==> config.mk <==
export PLATFORM = sky130hd
export DESIGN_NAME = msix_vtab
export DESIGN_NICKNAME = d
export VERILOG_FILES = /design/src/rtl/msix_vtab_pkg.sv /design/src/rtl/msix_vtab_dec.sv /design/src/rtl/msix_vtab_store.sv /design/src/rtl/msix_vtab_msg.sv /design/src/rtl/msix_vtab.sv
export SDC_FILE = /design/constraint.sdc
export NUM_CORES = 1
export LEC_CHECK = 0
export ABC_AREA = 1
export BUFFER_PORTS_ARGS = -buffer_cell sky130_fd_sc_hd__buf_4
export CAP_MARGIN = 15
export CORE_MARGIN = 10
export CORE_UTILIZATION = 50
export DETAILED_ROUTE_END_ITERATION = 8
export PLACE_DENSITY_LB_ADDON = 0.12
export SYNTH_ARGS = -nofsm -noshare
export SYNTH_HDL_FRONTEND = slang
export SYNTH_SLANG_ARGS = --single-unit
==> constraint.sdc <==
create_clock -name clk -period 3.5 [get_ports clk]
set_input_delay 0.35 -clock clk [delete_from_list [all_inputs] [get_ports clk]]
set_output_delay 0.35 -clock clk [all_outputs]
set_load 0.02 [all_outputs]
==> src/rtl/msix_vtab_pkg.sv <==
package msix_vtab_pkg;
   localparam int DW_ADDR_LO = 0;
   localparam int DW_ADDR_HI = 1;
   localparam int DW_DATA    = 2;
   localparam int DW_VCTL    = 3;
   localparam int ENTRY_BYTES = 16;
   localparam int PBA_ALIGN   = 4096;
   localparam int MAX_VEC     = 2048;

   typedef struct packed {
      logic       ok;      // legal size and alignment
      logic       in_tab;  // index inside table
      logic       in_pba;  // offset inside pending region
      logic       wide;    // 8-byte access
      logic [1:0] dw;      // dword slot inside the entry
   } acc_t;
endpackage

==> src/rtl/msix_vtab_dec.sv <==
module msix_vtab_dec
   import msix_vtab_pkg::*;
#(
   parameter int NUM_VEC = 3,
   parameter int OFS_W   = 16,
   localparam int IDX_W  = OFS_W - 4
) (
   input  logic [OFS_W-1:0] off,
   input  logic [3:0]       size,
   output logic [IDX_W-1:0] idx,
   output acc_t             acc
);
   localparam int TAB_BYTES = NUM_VEC * ENTRY_BYTES;
   localparam int PBA_OFS   = ((TAB_BYTES + PBA_ALIGN - 1) / PBA_ALIGN) * PBA_ALIGN;
   localparam int PBA_BYTES = ((NUM_VEC - 1) / 64 + 1) * 8;
   localparam logic [OFS_W:0] PBA_LO = (OFS_W+1)'(PBA_OFS);
   localparam logic [OFS_W:0] PBA_HI = (OFS_W+1)'(PBA_OFS + PBA_BYTES);
   localparam logic [IDX_W:0] VEC_LIM = (IDX_W+1)'(NUM_VEC);

   generate
      if (PBA_OFS + PBA_BYTES > (1 << OFS_W)) begin : g_bad_ofs
         $error("OFS_W too narrow for table plus pending region");
      end
   endgenerate

   logic size_ok, align_ok;

   always_comb begin
      size_ok  = (size == 4'd4) || (size == 4'd8);
      align_ok = (size == 4'd8) ? (off[2:0] == 3'b000) : (off[1:0] == 2'b00);
      idx      = off[OFS_W-1:4];
      acc.ok     = size_ok && align_ok;
      acc.wide   = (size == 4'd8);
      acc.dw     = off[3:2];
      acc.in_tab = {1'b0, idx} < VEC_LIM;
      acc.in_pba = ({1'b0, off} >= PBA_LO) && ({1'b0, off} < PBA_HI);
   end
endmodule

==> src/rtl/msix_vtab_store.sv <==
module msix_vtab_store
   import msix_vtab_pkg::*;
#(
   parameter int NUM_VEC = 3,
   parameter int IDX_W   = 12,
   parameter int IRQ_W   = 12
) (
   input  logic             clk,
   input  logic             rst_n,
   input  logic             wr_en,
   input  logic [IDX_W-1:0] wr_idx,
   input  logic [1:0]       wr_dw,
   input  logic             wr_wide,
   input  logic [63:0]      wr_data,
   input  logic [IDX_W-1:0] rd_idx,
   input  logic [1:0]       rd_dw,
   input  logic             rd_wide,
   output logic [63:0]      rd_word,
   input  logic [IRQ_W-1:0] sel_idx,
   output logic [7:0]       sel_dest,
   output logic [7:0]       sel_vec,
   output logic             sel_masked
);
   localparam int VI_W = (NUM_VEC > 1) ? $clog2(NUM_VEC) : 1;

   logic [31:0] tab_q [NUM_VEC][4];
   logic [VI_W-1:0] rd_sel, irq_sel;
   logic [1:0] rd_dw_hi;

   always_ff @(posedge clk) begin
      if (!rst_n) begin
         for (int v = 0; v < NUM_VEC; v++) begin
            for (int d = 0; d < 4; d++) begin
               tab_q[v][d] <= (d == DW_VCTL) ? 32'h1 : 32'h0;
            end
         end
      end else if (wr_en) begin
         for (int v = 0; v < NUM_VEC; v++) begin
            if (wr_idx == IDX_W'(v)) begin
               tab_q[v][wr_dw] <= wr_data[31:0];
               if (wr_wide) tab_q[v][wr_dw | 2'b01] <= wr_data[63:32];
            end
         end
      end
   end

   always_comb begin
      rd_sel   = (rd_idx < IDX_W'(NUM_VEC)) ? VI_W'(rd_idx) : '0;
      irq_sel  = (sel_idx < IRQ_W'(NUM_VEC)) ? VI_W'(sel_idx) : '0;
      rd_dw_hi = rd_dw | 2'b01;
      rd_word  = rd_wide ? {tab_q[rd_sel][rd_dw_hi], tab_q[rd_sel][rd_dw]}
                         : {32'h0, tab_q[rd_sel][rd_dw]};
      sel_dest   = tab_q[irq_sel][DW_ADDR_LO][19:12];
      sel_vec    = tab_q[irq_sel][DW_DATA][7:0];
      sel_masked = tab_q[irq_sel][DW_VCTL][0];
   end

   AST_WR_IN_RANGE: assert property (@(posedge clk) disable iff (!rst_n)
      wr_en |-> (wr_idx < IDX_W'(NUM_VEC)));
   AST_WIDE_EVEN_SLOT: assert property (@(posedge clk) disable iff (!rst_n)
      (wr_en && wr_wide) |-> !wr_dw[0]);
endmodule

==> src/rtl/msix_vtab_msg.sv <==
module msix_vtab_msg #(
   parameter int NUM_VEC = 3,
   parameter int IRQ_W   = 12
) (
   input  logic             clk,
   input  logic             rst_n,
   input  logic             irq_valid,
   input  logic [IRQ_W-1:0] irq_index,
   input  logic             en,
   input  logic             fmask,
   input  logic             msi_en,
   input  logic             sel_masked,
   input  logic [7:0]       sel_dest,
   input  logic [7:0]       sel_vec,
   output logic             msg_valid,
   output logic [7:0]       msg_dest,
   output logic [7:0]       msg_vector
);
   logic fire;

   always_comb begin
      fire = irq_valid && en && !msi_en && !fmask &&
             (irq_index < IRQ_W'(NUM_VEC)) && !sel_masked;
   end

   always_ff @(posedge clk) begin
      if (!rst_n) begin
         msg_valid  <= 1'b0;
         msg_dest   <= 8'h0;
         msg_vector <= 8'h0;
      end else begin
         msg_valid <= fire;
         if (fire) begin
            msg_dest   <= sel_dest;
            msg_vector <= sel_vec;
         end
      end
   end

   AST_MSG_NEEDS_REQ: assert property (@(posedge clk) disable iff (!rst_n)
      msg_valid |-> $past(irq_valid));
   AST_MSG_GATED: assert property (@(posedge clk) disable iff (!rst_n)
      msg_valid |-> $past(en && !fmask && !msi_en));
endmodule

==> src/rtl/msix_vtab.sv <==
module msix_vtab
   import msix_vtab_pkg::*;
#(
   parameter int NUM_VEC = 3,
   parameter int OFS_W   = 16,
   parameter int IRQ_W   = 12
) (
   input  logic             clk,
   input  logic             rst_n,
   input  logic             req_valid,
   input  logic             req_write,
   input  logic [OFS_W-1:0] req_offset,
   input  logic [3:0]       req_size,
   input  logic [63:0]      req_wdata,
   output logic             rd_valid,
   output logic [63:0]      rd_data,
   input  logic             cap_wr_valid,
   input  logic [15:0]      cap_wr_data,
   input  logic             msi_en,
   output logic [15:0]      cap_msgctl,
   input  logic             irq_valid,
   input  logic [IRQ_W-1:0] irq_index,
   output logic             msg_valid,
   output logic [7:0]       msg_dest,
   output logic [7:0]       msg_vector
);
   localparam int IDX_W = OFS_W - 4;
   localparam logic [10:0] TSZ_FIELD = 11'(NUM_VEC - 1);

   generate
      if (NUM_VEC < 1 || NUM_VEC > MAX_VEC) begin : g_bad_count
         $error("NUM_VEC out of range");
      end
      if ((1 << IRQ_W) < NUM_VEC) begin : g_bad_irq
         $error("IRQ_W too narrow for NUM_VEC");
      end
   endgenerate

   acc_t             acc;
   logic [IDX_W-1:0] idx;
   logic [63:0]      tab_word;
   logic [7:0]       sel_dest, sel_vec;
   logic             sel_masked;
   logic             wr_en;
   logic             en_q, fmask_q;

   msix_vtab_dec #(.NUM_VEC(NUM_VEC), .OFS_W(OFS_W)) u_dec (
      .off(req_offset), .size(req_size), .idx(idx), .acc(acc)
   );

   assign wr_en = req_valid && req_write && acc.ok && acc.in_tab;

   msix_vtab_store #(.NUM_VEC(NUM_VEC), .IDX_W(IDX_W), .IRQ_W(IRQ_W)) u_store (
      .clk(clk), .rst_n(rst_n),
      .wr_en(wr_en), .wr_idx(idx), .wr_dw(acc.dw), .wr_wide(acc.wide),
      .wr_data(req_wdata),
      .rd_idx(idx), .rd_dw(acc.dw), .rd_wide(acc.wide), .rd_word(tab_word),
      .sel_idx(irq_index), .sel_dest(sel_dest), .sel_vec(sel_vec),
      .sel_masked(sel_masked)
   );

   msix_vtab_msg #(.NUM_VEC(NUM_VEC), .IRQ_W(IRQ_W)) u_msg (
      .clk(clk), .rst_n(rst_n),
      .irq_valid(irq_valid), .irq_index(irq_index),
      .en(en_q), .fmask(fmask_q), .msi_en(msi_en),
      .sel_masked(sel_masked), .sel_dest(sel_dest), .sel_vec(sel_vec),
      .msg_valid(msg_valid), .msg_dest(msg_dest), .msg_vector(msg_vector)
   );

   always_ff @(posedge clk) begin
      if (!rst_n) begin
         en_q    <= 1'b0;
         fmask_q <= 1'b0;
      end else if (cap_wr_valid) begin
         en_q    <= cap_wr_data[15];
         fmask_q <= cap_wr_data[14];
      end
   end

   assign cap_msgctl = {en_q, fmask_q, 3'b000, TSZ_FIELD};

   always_ff @(posedge clk) begin
      if (!rst_n) begin
         rd_valid <= 1'b0;
         rd_data  <= '0;
      end else begin
         rd_valid <= req_valid && !req_write;
         if (req_valid && !req_write) begin
            if (!acc.ok)         rd_data <= '1;
            else if (acc.in_tab) rd_data <= tab_word;
            else if (acc.in_pba) rd_data <= '0;
            else                 rd_data <= '1;
         end
      end
   end

   AST_RD_ONE_CYCLE: assert property (@(posedge clk) disable iff (!rst_n)
      rd_valid |-> $past(req_valid && !req_write));
   AST_BAD_SIZE_ONES: assert property (@(posedge clk) disable iff (!rst_n)
      (req_valid && !req_write && req_size != 4'd4 && req_size != 4'd8)
      |=> (rd_data == '1));
endmodule

Word-level counts from Yosys, hierarchy flattened
Memories as Yosys holds them, arrays and structs flattened.
Index checks and enable logic that the tools add are counted.

storage, ports and cells
  register bits after elaboration = 84
  RAM bits = 384
  input bits = 119
  output and inout port bits = 98
  logic and storage cells = 1623
  memories kept = 1

memories
  memory         words  bits a word  read ports  clocked after memory_dff  wr ports  line                   text
  u_store.tab_q  3      128          2           0                         3         msix_vtab_store.sv:26  logic [31:0] tab_q [NUM_VEC][4];

cells by class
  magnitude comparators = 9
  equal/unequal tests = 4
  mux-type cells = 811
  bitwise gates (word level) = 770
  reduce and logical (&&, ||, !) cells = 21

operators with widths
  operator              count
  $mux 1                789
  $mux 128              6
  $or 1x1->1            768
  $mux 64               4
  $mux 32               6
  $bmux 32 s2           2
  $demux 32 s2          2
  $lt 12x2->1 const B   3
  $ge 16x13->1 const B  1
  $lt 16x13->1 const B  1
  $logic_and 1x1->1     13
  $eq 12x1->1 const B   1
  $eq 12x2->1 const B   1
  $logic_not 12->1      1
  $ge 3x3->1 const B    2
  $lt 3x1->1 const B    2
  $not 2->3             2
  $eq 4x3->1 const B    1
  $eq 4x4->1 const B    1
  $logic_not 1->1       4
  $mux 2                2
  $logic_not 3->1       1
  $logic_not 2->1       1
  $logic_or 1x1->1      1

Depth between registers and ports, before layout
Gate-level depths: netlist of the first run.

  depth in word-level cells = 10
  mapped depth = 15
  gate-level depth less buffers = 13

Hierarchy
A second synthesis of the first run with hierarchy kept.

second synthesis, totals
  cell total of the unflattened synthesis = 3215
  area, all modules = 25012.7 sq um

by module, submodules not included
  module           times used  cells an instance  area each (sq um)  sequential area each (sq um)
  msix_vtab_store  1           2419               20320.7            11531.1
  msix_vtab        1           582                3412.0             1341.3
  msix_vtab_msg    1           162                1021.0             340.3
  msix_vtab_dec    1           52                 259.0              0.0

Least setup slack after synthesis of the first run
Ideal clock, no wire load.

  kind = input port to flip-flop
  start point = input port req_offset[15]
  end point = memory u_store.tab_q[1][64] (netlist name), enable pin
  library setup time = 0.431 ns
  arrival = 2.730 ns
  data required time = 3.069 ns
  slack = 0.339 ns
  stages = 9
  buffers on the path = 0
  cell sequence = nor2_1 > nand2_1 > nor2_4 > nand2_2 > inv_2 > nand2_4 > inv_1 > nand2_1 > o211ai_1

RTL lines
  item             line                   text
  start, declared  msix_vtab.sv:12        input logic [OFS_W-1:0] req_offset,
  end, declared    msix_vtab_store.sv:26

Worst setup path in the final report of the first run
  start point = input port req_offset[15]
  end point = register rd_data[13]

on the way
  word-level cells in the longest chain between the ends = 9
  elaborated cells on any way between the ends = 14
  classes of those cells = order compare: 4; mux: 8; reduce/logical: 1; memory: 1

ends and longest elaborated chain
  item                                         line                                          text
  $lt 12x2->1                                  msix_vtab_dec.sv:35, msix_vtab_store.sv:48
  $mux 2                                       msix_vtab_store.sv:48                         rd_sel = (rd_idx < IDX_W'(NUM_VEC)) ? VI_W'(rd_idx) : '0;
  $mem_v2 3x128                                -
  $bmux 32 s2                                  msix_vtab_store.sv:51, msix_vtab_store.sv:52
  $mux 32 (implied by the code) (2 in series)  msix_vtab_store.sv:51, msix_vtab_store.sv:52
  $mux 64                                      msix_vtab_store.sv:51                         rd_word = rd_wide ? {tab_q[rd_sel][rd_dw_hi], tab_q[rd_sel][rd_dw]}
  $mux 64 *                                    msix_vtab.sv:90                               else if (acc.in_tab) rd_data <= tab_word;
  $mux 64 *                                    msix_vtab.sv:89                               if (!acc.ok) rd_data <= '1;
  end signal, assigned                         msix_vtab.sv:90
  end, declared                                msix_vtab.sv:16                               output logic [63:0] rd_data,

Every way passes the cells marked *; elsewhere a longest branch is shown, timed or not. The select of a mux whose other input is x is not followed.
A chain may end at the register's enable or synchronous reset.

==> qor.json, run 1 <==
{
  "outcome": {
    "status": "finished clean"
  },
  "clocking": {
    "cts.sink_count": 468,
    "numCtsBuffers": 49,
    "setup_repair_bufs_after_cts": 0,
    "cts_buffer_depth": 3,
    "worstSkewPairLatency_ns": 0.60,
    "clk_pin_slew_worst_paths_ns": 0.06,
    "ctsHtreeMaxLevel": 2,
    "tritoncts": "built",
    "postCtsHoldBufs": 2,
    "cts_resized": 0,
    "clock_tree.root_cell": "sky130_fd_sc_hd__clkbuf_16"
  },
  "job": {
    "drv.max_cap_violation_count": 0
  },
  "yosys": {
    "synth-seq-area-share": 0.5689,
    "synth_seq_cells": 468,
    "synth_area_um2": 23230,
    "number_of_synthesis_warnings": 0,
    "synth.avg_cell_area_um2": 8.567,
    "yosys_most_used_dff": "sky130_fd_sc_hd__edfxtp_1",
    "synthCells": 2711,
    "synth_enable_flop_cells": 384,
    "ys_async_sr_fraction": 0,
    "number_of_distinct_library_cells_after_synthesis": 32
  },
  "setup_path": {
    "worst-r2r-setup-slack_ns": 1.72,
    "worst_setup_path_end_kind": "register",
    "critical-path-top-cell-by-count": "sky130_fd_sc_hd__nand2_1",
    "timing.critical_path.slowest_stage_cell": "sky130_fd_sc_hd__buf_12",
    "rr_endpoint": "u_msg.msg_dest[4]$_SDFFE_PN0P_",
    "worstPathMaxFanout": 192,
    "timing.critical_path.slowest_cell_delay_ns": 0.70,
    "critPathLaunch": "req_offset[15]",
    "worstPathCellList": "buf_4 > nor2_1 > nand2_1 > nor2_4 > buf_12 > nand3b_1 > nand2_1 > nand2_1 > nand2_1 > nand3_1 > nand2_1 > a21oi_1",
    "required_ns": 3.98,
    "regToRegStartpoint": "u_store.tab_q[1][0]$_SDFFCE_PN1P_",
    "start_kind": "input port",
    "worstPathArrival_ns": 2.73,
    "r2r_cells": 7,
    "critical_path_class": "in2reg",
    "crit_cells": 12,
    "cp_num_buf_inv": 2,
    "critPathCapture": "rd_data[13]$_SDFFE_PN0P_",
    "path_delay_family": "simple AND/OR/NAND/NOR gates"
  },
  "global_route": {
    "grt_pass1_vias": 19200,
    "grt_usage": 0.2660,
    "grt_pass1_wl_um": 115500,
    "grt_remaining_overflow": 0,
    "grt_antenna_before_repair": 4,
    "pin_count_of_the_biggest_net_entering_global_routing": 193
  },
  "timing": {
    "slew_headroom": 0.3473,
    "min_clock_period_post_route_ns": 2.251,
    "worst_hold_slack_ns": 0.02798,
    "clock_skew_ns": 0.02496,
    "final_min_period_over_clock_period": 0.6431,
    "finalHoldViolations": 0,
    "worst-slew-pin-transition_ns": 0.9791,
    "timing.final.setup_violations": 0,
    "rsz_0062_raised_after_global_routing": "false",
    "fin_ws_ns": 1.249,
    "slew_violations": 0,
    "fin_setup_tns_ns": 0,
    "highest_clock_frequency_the_design_can_meet_mhz": 444.3
  },
  "finish": {
    "finish.net_count": 2952,
    "area_growth_synth_to_finish_pct": 15.23,
    "post_route_cells_drive_above_1_share": 0.1246,
    "post-route-util": 0.5860,
    "post_route_cell_area_um2": 26760
  },
  "die": {
    "die-area_um2": 55470,
    "design.core.area_um2": 45670,
    "fp.dieW_um": 235.5,
    "floorplan.initialDensity": 0.5085,
    "die_height_um": 235.5,
    "i_o_pin_count": 217,
    "row_count": 78
  },
  "detailed_routing": {
    "drc_errors": 0,
    "antenna_violating_nets_post_route": 0,
    "dr.pass1.iters": 8,
    "num_vias": 20260,
    "routed_wl_um": 77120,
    "detail_route.vias_per_cell": 5.828,
    "first_iter_violations": 2385,
    "wl_per_cell_um": 22.19
  },
  "placement": {
    "detailedPlacementHpwl_um": 48280,
    "place_congestion": 0.8854,
    "pre_cts_setup_slack_ns": 0.7280,
    "placement.io_buffers": 188,
    "instance_area_at_placement_um2": 25220
  },
  "worst_hold_path": {
    "hold_path.class": "in2reg"
  },
  "power": {
    "power.density_nw_per_um2": 467.6,
    "power.leakage_nw": 10.88,
    "vdd_drop_max_mv": 0.3144
  }
}
[registers in the layout, indices dropped and copies added (netlist names)]
| signal | flops |
|---|---|
| u_msg.msg_valid | 1 |
| rd_valid | 1 |
| rd_data | 64 |
| u_msg.msg_dest | 8 |
| u_msg.msg_vector | 8 |
| u_store.tab_q | 384 |
| fmask_q | 1 |
| en_q | 1 |
[worst register-to-register path, stage by stage (launching register included)]
cell,delay [ns]
sky130_fd_sc_hd__edfxtp_1,0.38
sky130_fd_sc_hd__inv_1,0.06
sky130_fd_sc_hd__o21ai_1,0.25
sky130_fd_sc_hd__nand2_1,0.12
sky130_fd_sc_hd__nand2_1,0.37
sky130_fd_sc_hd__inv_2,0.22
sky130_fd_sc_hd__o21ai_0,0.21
sky130_fd_sc_hd__nor2_1,0.05
[where the power goes]
part           internal [mW]  total [mW]  switching [mW]
Sequential              6.28        6.38          0.0928
Combinational          0.337        1.08           0.744
Clock                   2.89        5.06            2.17
Total                   9.51        12.5            3.01
[worst min path at each step]
| stage | from | to | slack (ns) | cells past startpoint |
|---|---|---|---|---|
| final | cap_wr_valid | fmask_q$_SDFFE_PN0P_ | 0.03 | 3 |
| after global routing | cap_wr_valid | fmask_q$_SDFFE_PN0P_ | 0.06 | 3 |
| after CTS | cap_wr_valid | fmask_q$_SDFFE_PN0P_ | 0.01 | 3 |
| after detailed placement | u_msg.msg_vector[7]$_SDFFE_PN0P_ | u_msg.msg_vector[7]$_SDFFE_PN0P_ | 0.48 | 2 |
| after global placement | u_msg.msg_vector[7]$_SDFFE_PN0P_ | u_msg.msg_vector[7]$_SDFFE_PN0P_ | 0.47 | 2 |
| after floorplan | cap_wr_data[15] | en_q$_SDFFE_PN0P_ | 0.48 | 2 |
[per-layer routing]
layer  up-vias  track usage  wire [um]
met5         -            0         13
met4         2       0.1065       2761
met3       175      0.05188       8255
met2      1096       0.4212      35430
met1      9628       0.3531      30660
li1       9358            -          -
[cell usage after synthesis, drive strengths merged (32+ instances only)]
master / count / area share
nor2: 277 / 0.047
nand4: 32 / 0.0086
nand2: 837 / 0.14
buf: 124 / 0.028
nand3: 303 / 0.066
o21ai: 274 / 0.059
dfxtp: 84 / 0.072
a21oi: 64 / 0.014
inv: 123 / 0.020
clkbuf: 81 / 0.013
nand3b: 98 / 0.032
edfxtp: 384 / 0.50
[placed cells by master (no fill, tap or decap), types with 9 or more instances in the layout]
| cell | synthesis | layout |
|---|---|---|
| sky130_fd_sc_hd__a21oi_1 | 64 | 64 |
| sky130_fd_sc_hd__a31oi_1 | 13 | 13 |
| sky130_fd_sc_hd__buf_12 | 0 | 9 |
| sky130_fd_sc_hd__buf_4 | 18 | 253 |
| sky130_fd_sc_hd__clkbuf_1 | 81 | 22 |
| sky130_fd_sc_hd__clkbuf_16 | 0 | 51 |
| sky130_fd_sc_hd__clkinv_1 | 2 | 9 |
| sky130_fd_sc_hd__conb_1 | 2 | 14 |
| sky130_fd_sc_hd__dfxtp_1 | 84 | 84 |
| sky130_fd_sc_hd__edfxtp_1 | 384 | 384 |
| sky130_fd_sc_hd__inv_1 | 115 | 114 |
| sky130_fd_sc_hd__inv_2 | 8 | 9 |
| sky130_fd_sc_hd__nand2_1 | 834 | 833 |
| sky130_fd_sc_hd__nand3_1 | 300 | 297 |
| sky130_fd_sc_hd__nand3b_1 | 98 | 98 |
| sky130_fd_sc_hd__nand4_1 | 32 | 32 |
| sky130_fd_sc_hd__nor2_1 | 269 | 266 |
| sky130_fd_sc_hd__o21ai_0 | 169 | 169 |
| sky130_fd_sc_hd__o21ai_1 | 105 | 105 |
[cell families after synthesis]
group | count (synthesis) | share of synthesized area
simple gates | 1555 | 0.2915
flops | 468 | 0.5689
compound gates | 356 | 0.07822
buf+inv | 330 | 0.06109
other cells | 2 | 0.0003233
[final cells by class]
type	count	area [um^2]
fillers	4045	18910
flip-flops and latches	468	13210
multi-input cells	1925	8705
repair buffers	264	2100
clock buffers	76	1400
well taps	600	750.7
inverters	125	469.2
clock inverters	15	120.1
diodes	3	7.507
[through the flow]
step                cells  power, mW
floorplan            2723      7.049
global placement     3380      7.528
detailed placement   3380      7.549
CTS                  3473      12.53
global route         3475      12.86
finish               3476      12.52
(Power assumes the default switching activity.)
==> run 2: changes to the inputs <==
==> constraint.sdc (replaced) <==
create_clock -name clk -period 2.1 [get_ports clk]
set_input_delay 0.21 -clock clk [delete_from_list [all_inputs] [get_ports clk]]
set_output_delay 0.21 -clock clk [all_outputs]
set_load 0.02 [all_outputs]
==> run 2 against run 1 <==
  * Count of clock-buffer cells in the layout fell by 6
  * Critical endpoint is now u_store.tab_q[0][92]$_SDFFCE_PN0P_
  * Die area did not move
  * Hold slack got worse by 0.0051 ns
  * Clock power rose by 67%
  * Routed wire length rose by 2.4%
  * Critical path type unchanged
  * Flip-flop and latch count did not move
==> qor.json, run 2 (synthesis results as in run 1) <==
{
  "outcome": {
    "status": {"value": "finished clean", "change": "unchanged"}
  },
  "job": {
    "drv.max_cap_violation_count": {"value": 0, "change": "unchanged"}
  },
  "finish": {
    "reg.largest.list": {"value": "u_store.tab_q x384, rd_data x64", "change": "unchanged"},
    "post-route-util": {"value": 0.6275, "change": "was 0.5860"},
    "post_route_cells_drive_above_1_share": {"value": 0.1546, "change": "was 0.1246"},
    "area_growth_synth_to_finish": {"value": 23.40, "unit": "%", "change": "was 15.23%"},
    "most_common_library_cell_in_the_layout_ignoring_fill_and_taps": {"value": "sky130_fd_sc_hd__nand2_1", "change": "unchanged"},
    "n_fill_cell": {"value": 3863, "change": "was 4,045"},
    "area.sequential": {"value": 13210, "unit": "um^2", "change": "unchanged"},
    "finish.net_count": {"value": 3075, "change": "was 2,952"},
    "diodes": {"value": 0, "change": "was 3"},
    "multiInputGateArea": {"value": 8812, "unit": "um^2", "change": "was 8705 um^2"},
    "max_ffs_per_register": {"value": 384, "change": "unchanged"},
    "final_cell_mix": {"value": "sky130_fd_sc_hd__nand2_1, sky130_fd_sc_hd__edfxtp_1, sky130_fd_sc_hd__nand3_1", "change": "unchanged"},
    "largest-register": {"value": "u_store.tab_q", "change": "unchanged"}
  },
  "power": {
    "power.density": {"value": 738.7, "unit": "nW/um^2", "change": "was 467.6 nW/um^2"},
    "power_frac_seq": {"value": 0.502, "change": "was 0.509"},
    "vdd_drop_max": {"value": 0.8259, "unit": "mV", "change": "was 0.3144 mV"},
    "p_int": {"value": 16.08, "unit": "mW", "change": "was 9.507 mW"},
    "share_of_total_power_in_combinational_logic": {"value": 0.098, "change": "was 0.086"},
    "power.leakage": {"value": 11.72, "unit": "nW", "change": "was 10.88 nW"},
    "power_switching_share": {"value": 0.2404, "change": "about the same"},
    "power": {"value": 21.17, "unit": "mW", "change": "was 12.52 mW"},
    "power.switching": {"value": 5.089, "unit": "mW", "change": "was 3.009 mW"},
    "clockPowerShare": {"value": 0.400, "change": "was 0.404"}
  },
  "die": {
    "row_count": {"value": 78, "change": "unchanged"},
    "die_height": {"value": 235.5, "unit": "um", "change": "unchanged"},
    "fp.dieW": {"value": 235.5, "unit": "um", "change": "unchanged"},
    "floorplan.initialDensity": {"value": 0.5085, "change": "unchanged"},
    "i_o_pin_count": {"value": 217, "change": "unchanged"},
    "design.core.area": {"value": 45670, "unit": "um^2", "change": "unchanged"},
    "die-area": {"value": 55470, "unit": "um^2", "change": "unchanged"}
  },
  "worst_hold_path": {
    "hold-path-cell-count": {"value": 3, "change": "unchanged"},
    "hold_path.class": {"value": "in2reg", "change": "unchanged"}
  },
  "clocking": {
    "clock_tree.root_cell": {"value": "sky130_fd_sc_hd__clkbuf_16", "change": "unchanged"},
    "numCtsBuffers": {"value": 50, "change": "was 49"},
    "cts.sink_count": {"value": 468, "change": "unchanged"},
    "ctsHtreeMaxLevel": {"value": 2, "change": "unchanged"},
    "worstSkewPairLatency": {"value": 0.60, "unit": "ns", "change": "about the same"},
    "cts_buffer_depth": {"value": 3, "change": "unchanged"},
    "clk_pin_slew_worst_paths": {"value": 0.06, "unit": "ns", "change": "about the same"},
    "tritoncts": {"value": "built", "change": "unchanged"},
    "setup_repair_bufs_after_cts": {"value": 0, "change": "unchanged"}
  },
  "timing": {
    "min_clock_period_post_route_ns": 1.775,
    "slew_headroom": {"value": 0.6388, "change": "was 0.3473"},
    "finalHoldViolations": {"value": 0, "change": "unchanged"},
    "slew_violations": {"value": 0, "change": "unchanged"},
    "rsz_0062_raised_after_global_routing": {"value": "false", "change": "unchanged"},
    "clock_skew": {"value": 0.02401, "unit": "ns", "change": "was 0.02496 ns"},
    "timing.final.setup_violations": {"value": 0, "change": "unchanged"},
    "highest_clock_frequency_the_design_can_meet_mhz": 563.4,
    "final_min_period_over_clock_period": 0.8451,
    "worst-slew-pin-transition": {"value": 0.5418, "unit": "ns", "change": "was 0.9791 ns"}
  },
  "setup_path": {
    "worst_setup_path_end_kind": {"value": "register", "change": "unchanged"},
    "start_kind": {"value": "input port", "change": "unchanged"},
    "r2r_cells": {"value": 8, "change": "was 7"},
    "critical_path_class": {"value": "in2reg", "change": "unchanged"},
    "worstPathMaxFanout": {"value": 15, "change": "was 192"},
    "worstPathArrival": {"value": 2.07, "unit": "ns", "change": "was 2.73 ns"},
    "required": {"value": 2.39, "unit": "ns", "change": "was 3.98 ns"}
  },
  "detailed_routing": {
    "antenna_violating_nets_post_route": {"value": 0, "change": "unchanged"},
    "wl_per_cell": {"value": 21.97, "unit": "um", "change": "was 22.19 um"},
    "detail_route.vias_per_cell": {"value": 5.787, "change": "was 5.828"},
    "drc_errors": {"value": 0, "change": "unchanged"},
    "first_iter_violations": {"value": 2471, "change": "was 2,385"},
    "num_vias": {"value": 20800, "change": "was 20,260"},
    "routed_wl": {"value": 78970, "unit": "um", "change": "was 77,120 um"},
    "dr.pass1.iters": {"value": 6, "change": "was 8"}
  },
  "global_route": {
    "grt_pass1_vias": {"value": 20000, "change": "was 19,200"},
    "pin_count_of_the_biggest_net_entering_global_routing": {"value": 96, "change": "was 193"},
    "grt_pass1_wl": {"value": 119300, "unit": "um", "change": "was 115,500 um"},
    "grt_remaining_overflow": {"value": 0, "change": "unchanged"},
    "grt_usage": {"value": 0.2748, "change": "was 0.2660"},
    "grt_antenna_before_repair": {"value": 1, "change": "was 4"}
  },
  "placement": {
    "placement.io_buffers": {"value": 188, "change": "unchanged"},
    "detailedPlacementHpwl": {"value": 53350, "unit": "um", "change": "was 48,280 um"},
    "place_congestion": {"value": 0.9169, "change": "was 0.8854"}
  }
}
-- run 2: changes by cell type in the layout (fill, tap and decap cells not counted), sizes merged --
| cell | delta |
|---|---|
| buf | +85 |
| dlygate4sd3 | +37 |
| clkbuf | -6 |
| clkinv | +3 |
| diode | -3 |
| bufinv | +1 |
| clkinvlp | +1 |
-- run 2: per-stage QoR --
step	setup WS [ns]	setup TNS (ns)	hold slack, ns	instances	area [um^2]
floorplan	-0.8690	-52.45	0.3449	2723	23420
global placement	-0.4825	-126.31	0.4340	3465	26730
detailed placement	-0.4817	-127.41	0.4471	3465	26730
CTS	0.1275	0	0.003217	3594	28660
global route	0.2505	0	0.03785	3594	28660
finish	0.3252	0	0.02289	3594	28660
-- run 2: layout make-up --
cell class / count / share of cell area
Clock inverter: 20 / 0.006112
Clock buffer: 70 / 0.04737
Inverter: 125 / 0.01681
Sequential cell: 468 / 0.4610
Tap cell: 600 / 0.02619
Multi-Input combinational cell: 1925 / 0.3075
Timing Repair Buffer: 386 / 0.1351
-- run 2: metal layers --
layer	routed length, um	vias up	track usage
li1	-	9598	-
met1	29940	9860	0.3527
met2	37720	1158	0.4490
met3	8405	183	0.05141
met4	2901	0	0.1139
met5	0	-	0
-- run 2: what timing repair did --
item,in CTS,in global routing
endpoints found under the hold margin,187,0
hold buffers,39,0
gates resized for setup,0,1
endpoints found under the setup margin,0,37
-- run 2: worst paths after layout --
check                                        to                        startpoint  slack (ns)
min          u_store.tab_q[0][24]$_SDFFCE_PN0P_                     req_wdata[56]        0.02
max reg2reg    u_msg.msg_vector[7]$_SDFFE_PN0P_                 en_q$_SDFFE_PN0P_        0.53
max          u_store.tab_q[0][92]$_SDFFCE_PN0P_                     req_offset[7]        0.33
min reg2reg    u_msg.msg_vector[5]$_SDFFE_PN0P_  u_msg.msg_vector[5]$_SDFFE_PN0P_        0.50
-- run 2: worst max-delay path, stage by stage --
cell and delay (ns):
sky130_fd_sc_hd__buf_4 0.11, sky130_fd_sc_hd__nor2_1 0.19, sky130_fd_sc_hd__buf_4 0.16, sky130_fd_sc_hd__inv_2 0.06, sky130_fd_sc_hd__nor3_2 0.32, sky130_fd_sc_hd__inv_1 0.20
sky130_fd_sc_hd__nor2_4 0.18, sky130_fd_sc_hd__buf_12 0.13, sky130_fd_sc_hd__nand3_2 0.07, sky130_fd_sc_hd__nand3b_1 0.21, sky130_fd_sc_hd__buf_12 0.21
-- run 2: power by group through the flow --
| stage | Combinational [mW] | Sequential [mW] | Clock [mW] |
|---|---|---|---|
| floorplan | 0.872 | 10.9 | 0 |
| global placement | 1.95 | 10.8 | 0 |
| detailed placement | 1.97 | 10.8 | 0 |
| CTS | 2.04 | 10.6 | 8.51 |
| global route | 2.22 | 10.7 | 8.84 |
| finish | 2.07 | 10.6 | 8.47 |
